## src/rtl/bmtrie_pkg.sv

```systemverilog
package bmtrie_pkg;

  localparam int PTR_W  = 32;
  localparam int RANK_W = 9;
  localparam int OFS_W  = 3;

  typedef struct packed {
    logic              err;
    logic              hit;
    logic [RANK_W-1:0] rank;
    logic [PTR_W-1:0]  child;
    logic [PTR_W-1:0]  fail;
    logic [OFS_W-1:0]  ofs;
    logic              rep;
    logic [PTR_W-1:0]  rep_ptr;
  } mid_t;

  typedef struct packed {
    logic             err;
    logic             consumed;
    logic [PTR_W-1:0] next;
    logic [OFS_W-1:0] ofs;
    logic             rep;
    logic [PTR_W-1:0] rep_ptr;
  } res_t;

  // base + rank * rec, built from shifted copies of rank, no multiplier
  function automatic logic [PTR_W-1:0] scale_add(input logic [PTR_W-1:0]  base,
                                                 input logic [RANK_W-1:0] rank,
                                                 input int                rec);
    logic [PTR_W-1:0] acc;
    logic [PTR_W-1:0] r;
    acc = base;
    r   = PTR_W'(rank);
    for (int k = 0; k < 16; k++) begin
      if (((rec >> k) & 1) == 1) acc = acc + (r << k);
    end
    return acc;
  endfunction

  // ones in the bits of w strictly below position lim
  function automatic int low_ones32(input logic [31:0] w, input int lim);
    int c;
    c = 0;
    for (int k = 0; k < 32; k++) begin
      if (k < lim && w[k]) c = c + 1;
    end
    return c;
  endfunction

endpackage

```

## src/rtl/bmt_rank.sv

```systemverilog
module bmt_rank #(
  parameter int SYM_W  = 8,
  parameter int WORD_W = 32,
  parameter int SUM_W  = 8,
  parameter int RANK_W = 9,
  localparam int NSYM  = 1 << SYM_W,
  localparam int NWORD = NSYM / WORD_W,
  localparam int NSUM  = NWORD - 1,
  localparam int BW    = $clog2(WORD_W)
) (
  input  logic [NSYM-1:0]       bitmap,
  input  logic [NSUM*SUM_W-1:0] summ,
  input  logic [SYM_W-1:0]      sym,
  output logic                  hit,
  output logic [RANK_W-1:0]     rank
);
  import bmtrie_pkg::*;

  logic [SYM_W-BW-1:0] widx;
  logic [BW-1:0]       bidx;
  logic [WORD_W-1:0]   word;
  logic [SUM_W-1:0]    base;
  logic [RANK_W-1:0]   in_word;

  assign widx = sym[SYM_W-1:BW];
  assign bidx = sym[BW-1:0];
  assign word = bitmap[int'(widx)*WORD_W +: WORD_W];
  assign hit  = word[bidx];

  always_comb begin
    if (widx == '0) base = '0;
    else            base = summ[(int'(widx)-1)*SUM_W +: SUM_W];
  end

  always_comb begin
    in_word = '0;
    for (int k = 0; k < WORD_W; k++) begin
      if (k < int'(bidx) && word[k]) in_word = in_word + 1'b1;
    end
  end

  assign rank = RANK_W'(base) + in_word;

  // the in-word part can never exceed the bit position within the word
  always_comb begin
    a_r3_word_bound: assert (int'(in_word) <= int'(bidx));
  end

endmodule

```

## src/rtl/bmt_slot.sv

```systemverilog
module bmt_slot #(
  parameter int W = 8
) (
  input  logic         clk,
  input  logic         rst_n,
  input  logic         in_v,
  output logic         in_r,
  input  logic [W-1:0] in_d,
  output logic         out_v,
  input  logic         out_r,
  output logic [W-1:0] out_d
);
  logic         full;
  logic [W-1:0] data;

  assign in_r  = !full || out_r;
  assign out_v = full;
  assign out_d = data;

  always_ff @(posedge clk) begin
    if (!rst_n) begin
      full <= 1'b0;
      data <= '0;
    end else if (in_v && in_r) begin
      full <= 1'b1;
      data <= in_d;
    end else if (out_r) begin
      full <= 1'b0;
    end
  end

  // a stalled result is held unchanged
  a_r7_hold: assert property (@(posedge clk) disable iff (!rst_n)
    out_v && !out_r |=> out_v && $stable(out_d));

endmodule

```

## src/rtl/bmtrie_step.sv

```systemverilog
module bmtrie_step #(
  parameter int PIPE_STAGES = 2,
  parameter int REC_BYTES   = 52,
  parameter int SYM_W       = 8,
  parameter int WORD_W      = 32,
  parameter int SUM_W       = 8,
  localparam int NSYM  = 1 << SYM_W,
  localparam int NWORD = NSYM / WORD_W,
  localparam int NSUM  = NWORD - 1
) (
  input  logic                  clk,
  input  logic                  rst_n,
  input  logic                  nd_valid,
  output logic                  nd_ready,
  input  logic                  nd_kind,
  input  logic [2:0]            nd_fail_ofs,
  input  logic [NSUM*SUM_W-1:0] nd_summ,
  input  logic [31:0]           nd_fail_ptr,
  input  logic [NSYM-1:0]       nd_bitmap,
  input  logic [31:0]           nd_match_ptr,
  input  logic [31:0]           nd_child_ptr,
  input  logic                  nd_entered_hit,
  input  logic [SYM_W-1:0]      sym,
  output logic                  res_valid,
  input  logic                  res_ready,
  output logic [31:0]           res_next,
  output logic [2:0]            res_ofs,
  output logic                  res_consumed,
  output logic                  res_report,
  output logic [31:0]           res_match_ptr,
  output logic                  res_kind_err
);
  import bmtrie_pkg::*;

  localparam logic KIND_BITMAP = 1'b0;

  logic              hit_w;
  logic [RANK_W-1:0] rank_w;
  mid_t              mid_in, mid_q;
  logic              mid_v, mid_r;
  res_t              res_in, res_q;

  bmt_rank #(.SYM_W(SYM_W), .WORD_W(WORD_W), .SUM_W(SUM_W), .RANK_W(RANK_W)) u_rank (
    .bitmap (nd_bitmap),
    .summ   (nd_summ),
    .sym    (sym),
    .hit    (hit_w),
    .rank   (rank_w)
  );

  always_comb begin
    mid_in.err     = (nd_kind != KIND_BITMAP);
    mid_in.hit     = hit_w;
    mid_in.rank    = rank_w;
    mid_in.child   = nd_child_ptr;
    mid_in.fail    = nd_fail_ptr;
    mid_in.ofs     = nd_fail_ofs;
    mid_in.rep     = nd_entered_hit && (nd_match_ptr != '0) && (nd_kind == KIND_BITMAP);
    mid_in.rep_ptr = nd_match_ptr;
  end

  generate
    if (PIPE_STAGES >= 2) begin : g_two
      bmt_slot #(.W($bits(mid_t))) u_mid (
        .clk (clk), .rst_n (rst_n),
        .in_v (nd_valid), .in_r (nd_ready), .in_d (mid_in),
        .out_v (mid_v), .out_r (mid_r), .out_d (mid_q)
      );
    end else begin : g_one
      assign mid_v    = nd_valid;
      assign mid_q    = mid_in;
      assign nd_ready = mid_r;
    end
  endgenerate

  always_comb begin
    res_in = '0;
    if (mid_q.err) begin
      res_in.err = 1'b1;
    end else if (mid_q.hit) begin
      res_in.consumed = 1'b1;
      res_in.next     = scale_add(mid_q.child, mid_q.rank, REC_BYTES);
    end else begin
      res_in.next = mid_q.fail;
      res_in.ofs  = mid_q.ofs;
    end
    if (mid_q.rep) begin
      res_in.rep     = 1'b1;
      res_in.rep_ptr = mid_q.rep_ptr;
    end
  end

  bmt_slot #(.W($bits(res_t))) u_out (
    .clk (clk), .rst_n (rst_n),
    .in_v (mid_v), .in_r (mid_r), .in_d (res_in),
    .out_v (res_valid), .out_r (res_ready), .out_d (res_q)
  );

  assign res_next      = res_q.next;
  assign res_ofs       = res_q.ofs;
  assign res_consumed  = res_q.consumed;
  assign res_report    = res_q.rep;
  assign res_match_ptr = res_q.rep_ptr;
  assign res_kind_err  = res_q.err;

  // an error result carries no transition and no report
  a_r4_err_quiet: assert property (@(posedge clk) disable iff (!rst_n)
    res_valid && res_kind_err |-> !res_consumed && !res_report && res_next == '0);

  // a consumed symbol always lands at offset zero
  a_r1_hit_ofs: assert property (@(posedge clk) disable iff (!rst_n)
    res_valid && res_consumed |-> res_ofs == '0 && !res_kind_err);

  // a report never carries a null pointer
  a_r5_report_nonnull: assert property (@(posedge clk) disable iff (!rst_n)
    res_valid && res_report |-> res_match_ptr != '0);

  // input stalls only while the output is stalled
  a_r7_ready_low: assert property (@(posedge clk) disable iff (!rst_n)
    !nd_ready |-> res_valid && !res_ready);

endmodule

```

## config.mk

```make
export PLATFORM = sky130hd
export DESIGN_NAME = bmtrie_step
export DESIGN_NICKNAME = d
export VERILOG_FILES = /design/src/rtl/bmtrie_pkg.sv /design/src/rtl/bmt_rank.sv /design/src/rtl/bmt_slot.sv /design/src/rtl/bmtrie_step.sv
export SDC_FILE = /design/constraint.sdc
export NUM_CORES = 1
export LEC_CHECK = 0
export BUFFER_PORTS_ARGS = -buffer_cell sky130_fd_sc_hd__buf_4
export CELL_PAD_IN_SITES_DETAIL_PLACEMENT = 0
export CELL_PAD_IN_SITES_GLOBAL_PLACEMENT = 1
export CORE_UTILIZATION = 35
export DETAILED_ROUTE_END_ITERATION = 8
export PLACE_DENSITY_LB_ADDON = 0.1
export SYNTH_ARGS = -nofsm -noshare
export SYNTH_HDL_FRONTEND = slang
export SYNTH_HIERARCHICAL = 1
export SYNTH_SLANG_ARGS = --single-unit
```

## constraint.sdc

```tcl
create_clock -name clk -period 58.5 [get_ports clk]
set_input_delay 11.7 -clock clk [delete_from_list [all_inputs] [get_ports clk]]
set_output_delay 11.7 -clock clk [all_outputs]
set_load 0.05 [all_outputs]
```

# [Word level (Yosys, flattened, before mapping)]
# Cells that the tools add are included.
[totals] n_memories=0 elab_cells=165 mem_bits_ro=0 latchBits=0 ff_bits=183 input_bits=425 out_inout_bits=72 mem_bits_rw=0
[op_classes] n_eq_ne=0 muxes=48 multipliers=0 n_reduce_logical=43 div_mod_pow=0 addsub=35 shift=2 bitwise=1 n_lt_le_gt_ge=32
[op_table] operator="9-bit two-way mux" n=30
[op_table] operator="9-bit by 1-bit adder with 9-bit output, second input constant" n=29
[op_table] operator="256-bit by 9-bit indexed part select with 32-bit output" n=1
[op_table] operator="32-bit two-way mux" n=5
[op_table] operator="5-bit < comparator, first input constant" n=15
[op_table] operator="56-bit by 32-bit indexed part select with 8-bit output" n=1
[op_table] operator="4-bit by 5-bit < comparator with 1-bit output, first input constant" n=8
[op_table] operator="36-bit two-way mux" n=1
[op_table] operator="1-bit logical AND" n=35
[op_table] operator="33-bit two-way mux" n=1
[op_table] operator="32-bit by 11-bit adder with 32-bit output" n=1
[op_table] operator="32-bit by 13-bit adder with 32-bit output" n=1
[op_table] operator="32-bit by 14-bit adder with 32-bit output" n=1
[op_table] operator="32-bit nonzero test" n=1
[op_table] operator="3-bit by 5-bit < comparator with 1-bit output, first input constant" n=4
[op_table] operator="1-bit by 5-bit < comparator with 1-bit output, first input constant" n=2
[op_table] operator="2-bit by 5-bit < comparator with 1-bit output, first input constant" n=2
[op_table] operator="8-bit by 9-bit adder with 9-bit output" n=1
[op_table] operator="1-bit two-way mux" n=8
[op_table] operator="8-bit two-way mux" n=1
[op_table] operator="5-bit by 6-bit < comparator with 1-bit output, second input constant" n=1
[op_table] operator="1-bit binary-select mux with 5-bit select" n=1
[op_table] operator="2-bit nonzero test" n=2
[op_table] operator="3-bit by 1-bit subtractor with 4-bit output, second input constant" n=1
[op_table] operator="6 further kinds" n=8

# [Longest topological paths before layout]
# Gate-level depths: netlist (run 1).
[depth] depth_word=64 depth_mapped=101 depth_no_buf=97

# [Modules after synthesis]
# Netlist (run 1), hierarchy kept.
[by_module_without_submodules] module="bmt_rank" n_inst=1 cells_each=1261 area_per_inst_um2=10020.9 seq_area_each_um2=0.0
[by_module_without_submodules] module="bmt_slot (g_two.u_mid)" n_inst=1 cells_each=487 area_per_inst_um2=4443.0 seq_area_each_um2=2242.2
[by_module_without_submodules] module="bmtrie_step" n_inst=1 cells_each=478 area_per_inst_um2=3238.1 seq_area_each_um2=0.0
[by_module_without_submodules] module="bmt_slot (u_out)" n_inst=1 cells_each=309 area_per_inst_um2=2912.8 seq_area_each_um2=1421.4

# [Worst setup path after synthesis (run 1)]
# OpenSTA, ideal clock, no wires.
[synth_timing] kind="input port to flip-flop" start="input sym[5]" end="register g_two.u_mid.data[108] (netlist: g_two.u_mid/out_d[108])" n_path_buf=4 t_required_ps=58428 t_arrival_ps=29097 slack_ps=29332 stages=100 setup_time_ps=72 path_cell_list="buf_6 -> buf_12 -> buf_8 -> mux2_1 -> o22ai_1 -> a211o_1 -> inv_1 -> ha_1 -> clkbuf_1 -> inv_1 -> o211ai_1 -> or4_1 -> and3_1 -> nand2_1 -> ha_1 -> nor2_1 -> a21oi_1 -> ha_1 -> (+64 left out) -> ha_1 -> mux2_2 -> ha_1 -> mux2_2 -> ha_1 -> mux2_2 -> fa_1 -> a21oi_1 -> nor2_1 -> nor2_1 -> o21bai_1 -> a21oi_1 -> o21bai_1 -> a21oi_1 -> xnor2_1 -> xnor2_1 -> nand2_1 -> mux2i_1"
[synth_rtl] element="start, declared" line_no="bmtrie_step.sv:23" rtl="input logic [SYM_W-1:0] sym,"
[synth_rtl] element="end signal, assigned" line_no="bmt_slot.sv:26" rtl="data <= in_d;"
[synth_rtl] element="end, declared" line_no="bmt_slot.sv:14" rtl="logic [W-1:0] data;"

==> run summary, run 1 <==
CP Capture Type: flop
Remaining global-route overflow: 0
Critical path required time: 58.88 ns
Synth Area in Compound Gates: 14.7%
Total CTS buffers: 17
#FFs+latches synth: 183
Peak supply drop: 0.0629 mV
Cell count after synthesis: 2535
Cts hold-fix bufs: 0
Footprint of the multi-input gates: 15900 µm²
Post-Synth Adder-Cell Area: 4.67%
Post-Place Setup Slack: 26.83 ns
RSZ-0062 raised after global routing: false
Worst rel slew slack: 29.6%
Residual DRC: 0
Class of the worst hold path: reg2reg
Clk buf depth: 2
Final cell count without fillers: 3702
Synth unique cells: 120
Final ANT Viol Nets: 0
Total track usage: 22.7%
Top FF cell, synth: dfxtp_1
FFs w/ async S/R, synth: 0%
Layout area overhead: 22.2%
Gpl congestion: 0.860
First-pass GRT wire length: 108 mm
Max capacitance violation total: 0
TritonCTS clock tree: built
Post-DR vias/cell: 5.35
Critical path arrival: 31.80 ns
Vias: 19800
Die area: 59900 µm²
Startpoint Class: input port
Placement Cell Area: 24600 µm²
Io pins: 497
Clk_skew: 0.0117 ns
Mapped cell area: 20600 µm²
Simple-gate share of the synthesized area: 23.5%
Worst-path fanout max: 43
Nets: 3421
Cell area power density: 55.9 nW/µm²
Skew-Pair Late Insertion Delay: 0.45 ns
H-tree Lvls: 4
Post-cts sizing count: 0
Crit path time final: 31.42 ns
Core Box Area: 57900 µm²
Worst path bufs/invs: 6
Slew Limit Fails: 0
Most frequent CP cell: ha_1
Post-layout util: 43.5%
Buffers on Ports: 496
Crit share post-route: 53.7%
Post-synth EDFFs: 0
Crit-path slowest cell: or2_1
Leakage: 10.6 nW
Root buffer cell: clkbuf_16
Rows: 88
Routed len/inst: 18.9 µm
Fin. Hold Viols: 0
Main combinational cell family by area after synthesis: simple AND/OR/NAND/NOR gates
Post-synthesis mux area share: 20.9%
Post-Syn Nets: 3033
Die Span Y: 245 µm
Total placed cells including tap cells: 3669
Fillers: 5871
Drt total wl: 69.9 mm
Type of the worst setup path: in2reg
Chip width: 245 µm
# clock sinks: 183
Outcome: completed
Design Area, Final: 25200 µm²
Yosys warning count: 6
Achievable Freq: 31.8 MHz
Setup TNS: 0 ns
Pre-antenna DRT Iters: 6
Synth Area in XOR/XNOR: 13.2%
Register area: 3660 µm²
Delay-heaviest family, CP: adder cells
Post-CTS Setup Bufs: 0
Sequential fraction of the synthesis area: 17.8%
Hpwl dp: 57.0 mm
Vias in the first global route: 19400
Least-Margin Pin Slew: 1.05 ns
Worst Setup Slack, final: 27.08 ns
Final setup vio count: 0
Initial antenna violation count: 1
Synthesized area per cell: 8.13 µm²
Detailed Route Iter0 Violations: 1195
Largest net degree at the start of global routing: 201
Crit-path max cell delay: 0.76 ns
Initial Util: 35.6%
Clk slew on worst S/H paths: 0.07 ns
Layout cells sized above 1: 23.9%
==> worst reg2reg max path: cells and delay by family, from the launching register on <==
family                     cells  cell delay [ns]
DFF                            1             0.52
AOI/OAI and AO/OA              9             2.88
adders and majority gates      2             0.66
muxes                          1             0.16
and+or+nand+nor                8             1.75
xor gates and xnor gates       2             0.24
==> path summary, 6_finish.rpt <==
kind,from,end,slack (ns),cells after the start
hold / removal,g_two.u_mid/out_d[36],g_two.u_mid/out_d[36],0.45,2
setup / recovery,sym[7],g_two.u_mid/out_d[108],27.08,95
setup reg to reg,g_two.u_mid/out_d[101],u_out/out_d[67],52.19,22
hold reg to reg,g_two.u_mid/out_d[36],g_two.u_mid/out_d[36],0.45,2
==> flip-flops by register name (all words and copies together) (netlist names) <==
| register | cells |
|---|---|
| g_two.u_mid/out_d | 111 |
| g_two.u_mid/out_v | 1 |
| u_out/out_d | 70 |
| u_out/out_v | 1 |
==> cell families (layout without fill, tap and decap cells) <==
logic type,count (synthesis),count (layout)
muxes,361,361
AOI/OAI and AO/OA,430,430
and+or+nand+nor,1031,1031
DFF,183,183
other,0,1
buffers and inverters,206,607
xor gates and xnor gates,249,249
adders and majority gates,75,75
==> synthesized netlist by cell type (9+ instances only) <==
| master | count | share of area (%) |
|---|---|---|
| mux2i_1 | 275 | 13 |
| ha_1 | 69 | 4.2 |
| buf_1 | 12 | 0.22 |
| clkbuf_1 | 79 | 1.4 |
| nor4_1 | 13 | 0.39 |
| and2_1 | 56 | 1.7 |
| o21a_1 | 9 | 0.33 |
| dfxtp_1 | 183 | 18 |
| a21oi_1 | 81 | 2.0 |
| inv_1 | 61 | 1.1 |
| xnor2_1 | 147 | 6.2 |
| o22a_1 | 12 | 0.51 |
| o211ai_1 | 23 | 0.84 |
| or2_2 | 12 | 0.36 |
| buf_2 | 22 | 0.53 |
| nor2_1 | 161 | 2.9 |
| nand2_1 | 498 | 9.1 |
| nor3b_1 | 10 | 0.36 |
| nand3_1 | 55 | 1.3 |
| mux2_2 | 26 | 1.4 |
| a21o_1 | 21 | 0.76 |
| buf_6 | 14 | 0.76 |
| nor2b_1 | 14 | 0.42 |
| xnor3_1 | 12 | 1.3 |
| a211oi_1 | 34 | 1.2 |
| o21bai_1 | 12 | 0.44 |
| mux4_2 | 52 | 5.7 |
| a31oi_1 | 21 | 0.64 |
| or3_1 | 25 | 0.76 |
| o21ai_0 | 56 | 1.4 |
| o22ai_1 | 26 | 0.79 |
| o21ai_1 | 10 | 0.24 |
| nand4_1 | 28 | 0.85 |
| nor3_1 | 54 | 1.3 |
| xor2_1 | 64 | 2.7 |
| and3_1 | 26 | 0.79 |
| nand2b_1 | 21 | 0.64 |
| buf_12 | 9 | 0.87 |
==> layer usage <==
| metal | up-vias | wire [µm] | track usage (%) |
|---|---|---|---|
| met2 | 461 | 34200 | 39.6 |
| li1 | 9878 | - | - |
| met3 | 65 | 2330 | 2.19 |
| met1 | 9393 | 31400 | 29.3 |
| met5 | - | 0 | 0 |
| met4 | 0 | 1860 | 7.11 |
==> power breakdown <==
group | internal, W | switching (W)
logic | 0.000493 | 0.000656
registers | 0.000133 | 0.00000741
clock network | 0.0000640 | 0.0000539
==> final cells by class <==
type / count / share of cell area, %
Multi-Input combinational cell: 2146 / 63.0
Sequential cell: 183 / 14.6
Antenna cell: 1 / 0.00994
Timing Repair Buffer: 509 / 15.3
Clock buffer: 17 / 1.69
Inverter: 66 / 0.999
Clock inverter: 15 / 0.676
Tap cell: 765 / 3.80
==> through the flow <==
stage / hold slack, ns / total power [W]
after floorplan: 0.430 / 0.00106
after CTS: 0.457 / 0.00142
after global placement: 0.438 / 0.00128
final: 0.453 / 0.00141
after global routing: 0.474 / 0.00155
after detailed placement: 0.442 / 0.00129
==> layout by cell type (no fill, tap or decap), drive strengths merged, types with 67 or more instances in the layout <==
cell type and n:
inv 68, ha 69, buf 509, o21ai 69
nand2 498, mux2i 277, dfxtp 183, xor2 67
xnor2 161, a21oi 84, nor2 166
Note: power is estimated with default switching activity, not from simulation.
==> run 2: changes to the inputs <==
- ABC_AREA: unset -> 1
- clock period: 58.5 -> 30.5 ns (I/O delays scaled with it)
==> run 2 against run 1 <==
- first-iteration DRC count down 0.59%
- clock skew up 0.0053 ns
- final cell count up 32%
- wire length up 6.9%
- critical path depth up 13
- synthesized cell count up 48%
- utilization down 0.28 points
- sequential power up 99%
- die area up 2.6%
- critical path type unchanged
- critical endpoint unchanged
- largest power group unchanged
==> run summary, run 2 <==
Drt total wl: 74.7 mm
Fin. Hold Viols: 0
Post-DR vias/cell: 4.90
Crit-path slowest cell: clkinv_2
Total CTS buffers: 17
Leakage: 13.2 nW
Sequential fraction of the synthesis area: 17.3%
H-tree Lvls: 4
Final ANT Viol Nets: 0
Io pins: 497
Clk_skew: 0.0171 ns
Clk buf depth: 2
Sw Share: 49.1%
Die area: 61400 µm²
Hpwl dp: 59.2 mm
Chip width: 248 µm
Nets: 4611
Post-cts sizing count: 0
Remaining global-route overflow: 0
Vias: 24000
Post-Syn Nets: 4248
Startpoint Class: input port
Class of the worst hold path: reg2reg
Top cells by area, synth: dfxtp_1, nand2_1, nand3_1, inv_1, nor2_1
Post-layout util: 43.2%
Post-synthesis mux area share: 0%
Switching power: 0.000645 W
Met3 wire len: 2.56 mm
Max reg flops: 111
Final setup vio count: 0
Commonest cells post-synth: nand2_1, inv_1, nor2_1
Most common cell after layout, fill and taps aside: nand2_1
Clk slew on worst S/H paths: 0.08 ns
Worst path bufs/invs: 10
FFs w/ async S/R, synth: 0%
Peak supply drop: 0.0444 mV
TritonCTS clock tree: built
Total track usage: 24.0%
Achievable Freq: 42.6 MHz
Synth unique cells: 61
Design Area, Final: 25600 µm²
Slew Limit Fails: 0
Layout area overhead: 21.2%
Most frequent CP cell: nand2_1
Simple-gate share of the synthesized area: 47.1%
Initial Util: 35.6%
Placement Cell Area: 25000 µm²
Top FF cell, synth: dfxtp_1
Worst rel slew slack: 27.2%
Count leader, synth: nand2_1
Post-synth EDFFs: 0
Post-Synth Adder-Cell Area: 4.46%
Crit path time final: 23.46 ns
Crit share post-route: 76.9%
Type of the worst setup path: in2reg
Post-CTS Setup Bufs: 0
Residual DRC: 0
CP Capture Type: flop
Synth Area in Compound Gates: 14.4%
Cell count after synthesis: 3750
Outcome: completed
RSZ-0062 raised after global routing: false
Max Used Layer: met5
Mapped cell area: 21200 µm²
Clock Power Share: 17.8%
Top-area cell type share of the netlist area: 17.3%
Sequential share of power: 21.3%
Initial antenna violation count: 2
Worst-path fanout max: 62
Pre-antenna DRT Iters: 5
Wire length on met2: 37.5 mm
Root buffer cell: clkbuf_16
Layout cells sized above 1: 19.6%
Synth Area in XOR/XNOR: 1.90%
Core Box Area: 59400 µm²
#FFs+latches synth: 183
First-pass GRT wire length: 119 mm
Max capacitance violation total: 0
Yosys warning count: 6
Comb pwr share: 60.9%
Gpl congestion: 0.885
Cts hold-fix bufs: 0
Die Span Y: 248 µm
Int Pwr: 0.000668 W
Delay-heaviest family, CP: simple AND/OR/NAND/NOR gates
Buffers on Ports: 496
Fillers: 6855
Synthesized area per cell: 5.64 µm²
Skew-Pair Late Insertion Delay: 0.46 ns
Main combinational cell family by area after synthesis: simple AND/OR/NAND/NOR gates
Detailed Route Iter0 Violations: 1188
Setup TNS: 0 ns
Post-synth top area cell: dfxtp_1
Largest net degree at the start of global routing: 135
Wl on met1: 33.0 mm
Rows: 89
Critical path required time: 30.85 ns
# clock sinks: 183
Routed len/inst: 15.2 µm
Critical path arrival: 23.82 ns
Vias in the first global route: 23000
Cell area power density: 51.2 nW/µm²
Most frequent cells in the layout: nand2_1, inv_1, buf_4
Crit-path max cell delay: 0.61 ns
Least-Margin Pin Slew: 1.08 ns
-- run 2: cell count changes after synthesis, sizes merged, moves of 47 or more --
cell and delta:
nand2 +523, inv +509, nand3 +434, nor2 +386, mux2i -277, xnor2 -147
a21oi +143, o21ai +117, and2 -54, mux4 -52, buf +47
-- run 2: worst paths after layout --
path,from,end,slack [ns],depth (start not counted)
min,u_out/out_d[31],u_out/out_d[31],0.48,2
max reg2reg,g_two.u_mid/out_d[100],u_out/out_d[66],25.02,34
min reg2reg,u_out/out_d[31],u_out/out_d[31],0.48,2
max,sym[5],g_two.u_mid/out_d[108],7.04,108
-- run 2: layer usage --
metal  track usage (%)  vias up
met2              44.2      500
met1              29.3    10700
met4              6.60        2
met5                 0        -
met3              2.53       73
li1                  -    12700
-- run 2: per-stage QoR --
step	cells	hold slack (ns)	total power [W]	setup slack, ns
floorplan	3750	0.451	0.000895	8.74
global placement	4867	0.461	0.00109	6.76
detailed placement	4867	0.467	0.00109	6.57
CTS	4899	0.489	0.00133	7.01
global route	4900	0.509	0.00146	5.14
finish	4900	0.483	0.00131	7.04
-- run 2: cells by family after synthesis --
family,Yosys count
and+or+nand+nor,2175
AOI/OAI and AO/OA,530
buffers and inverters,743
xor gates and xnor gates,46
adders and majority gates,73
DFF,183
-- run 2: power groups by stage --
stage               Sequential [W]  Clock (W)  Combinational (W)
floorplan                 0.000300          0           0.000595
global placement          0.000285          0           0.000803
detailed placement        0.000285          0           0.000804
CTS                       0.000280   0.000240           0.000807
global route              0.000282   0.000249           0.000926
finish                    0.000279   0.000233           0.000800
-- run 2: cell type report --
| type | count | area, µm² | area share (%) |
|---|---|---|---|
| Tap cell | 773 | 967 | 3.77 |
| Timing Repair Buffer | 510 | 3840 | 15.0 |
| Clock inverter | 14 | 183 | 0.712 |
| Clock buffer | 18 | 429 | 1.67 |
| Antenna cell | 1 | 2.50 | 0.00976 |
| Multi-Input combinational cell | 2824 | 14400 | 56.1 |
| Sequential cell | 183 | 3670 | 14.3 |
| Inverter | 577 | 2170 | 8.47 |
-- run 2: worst register-to-register path: cells and delay by family, from the launching register on --
family | cells | cell delay (ns)
simple gates | 20 | 2.24
fa+ha+maj | 4 | 1.30
compound gates | 4 | 0.75
xor+xnor | 2 | 0.41
flops | 1 | 0.39
buf+inv | 4 | 0.33
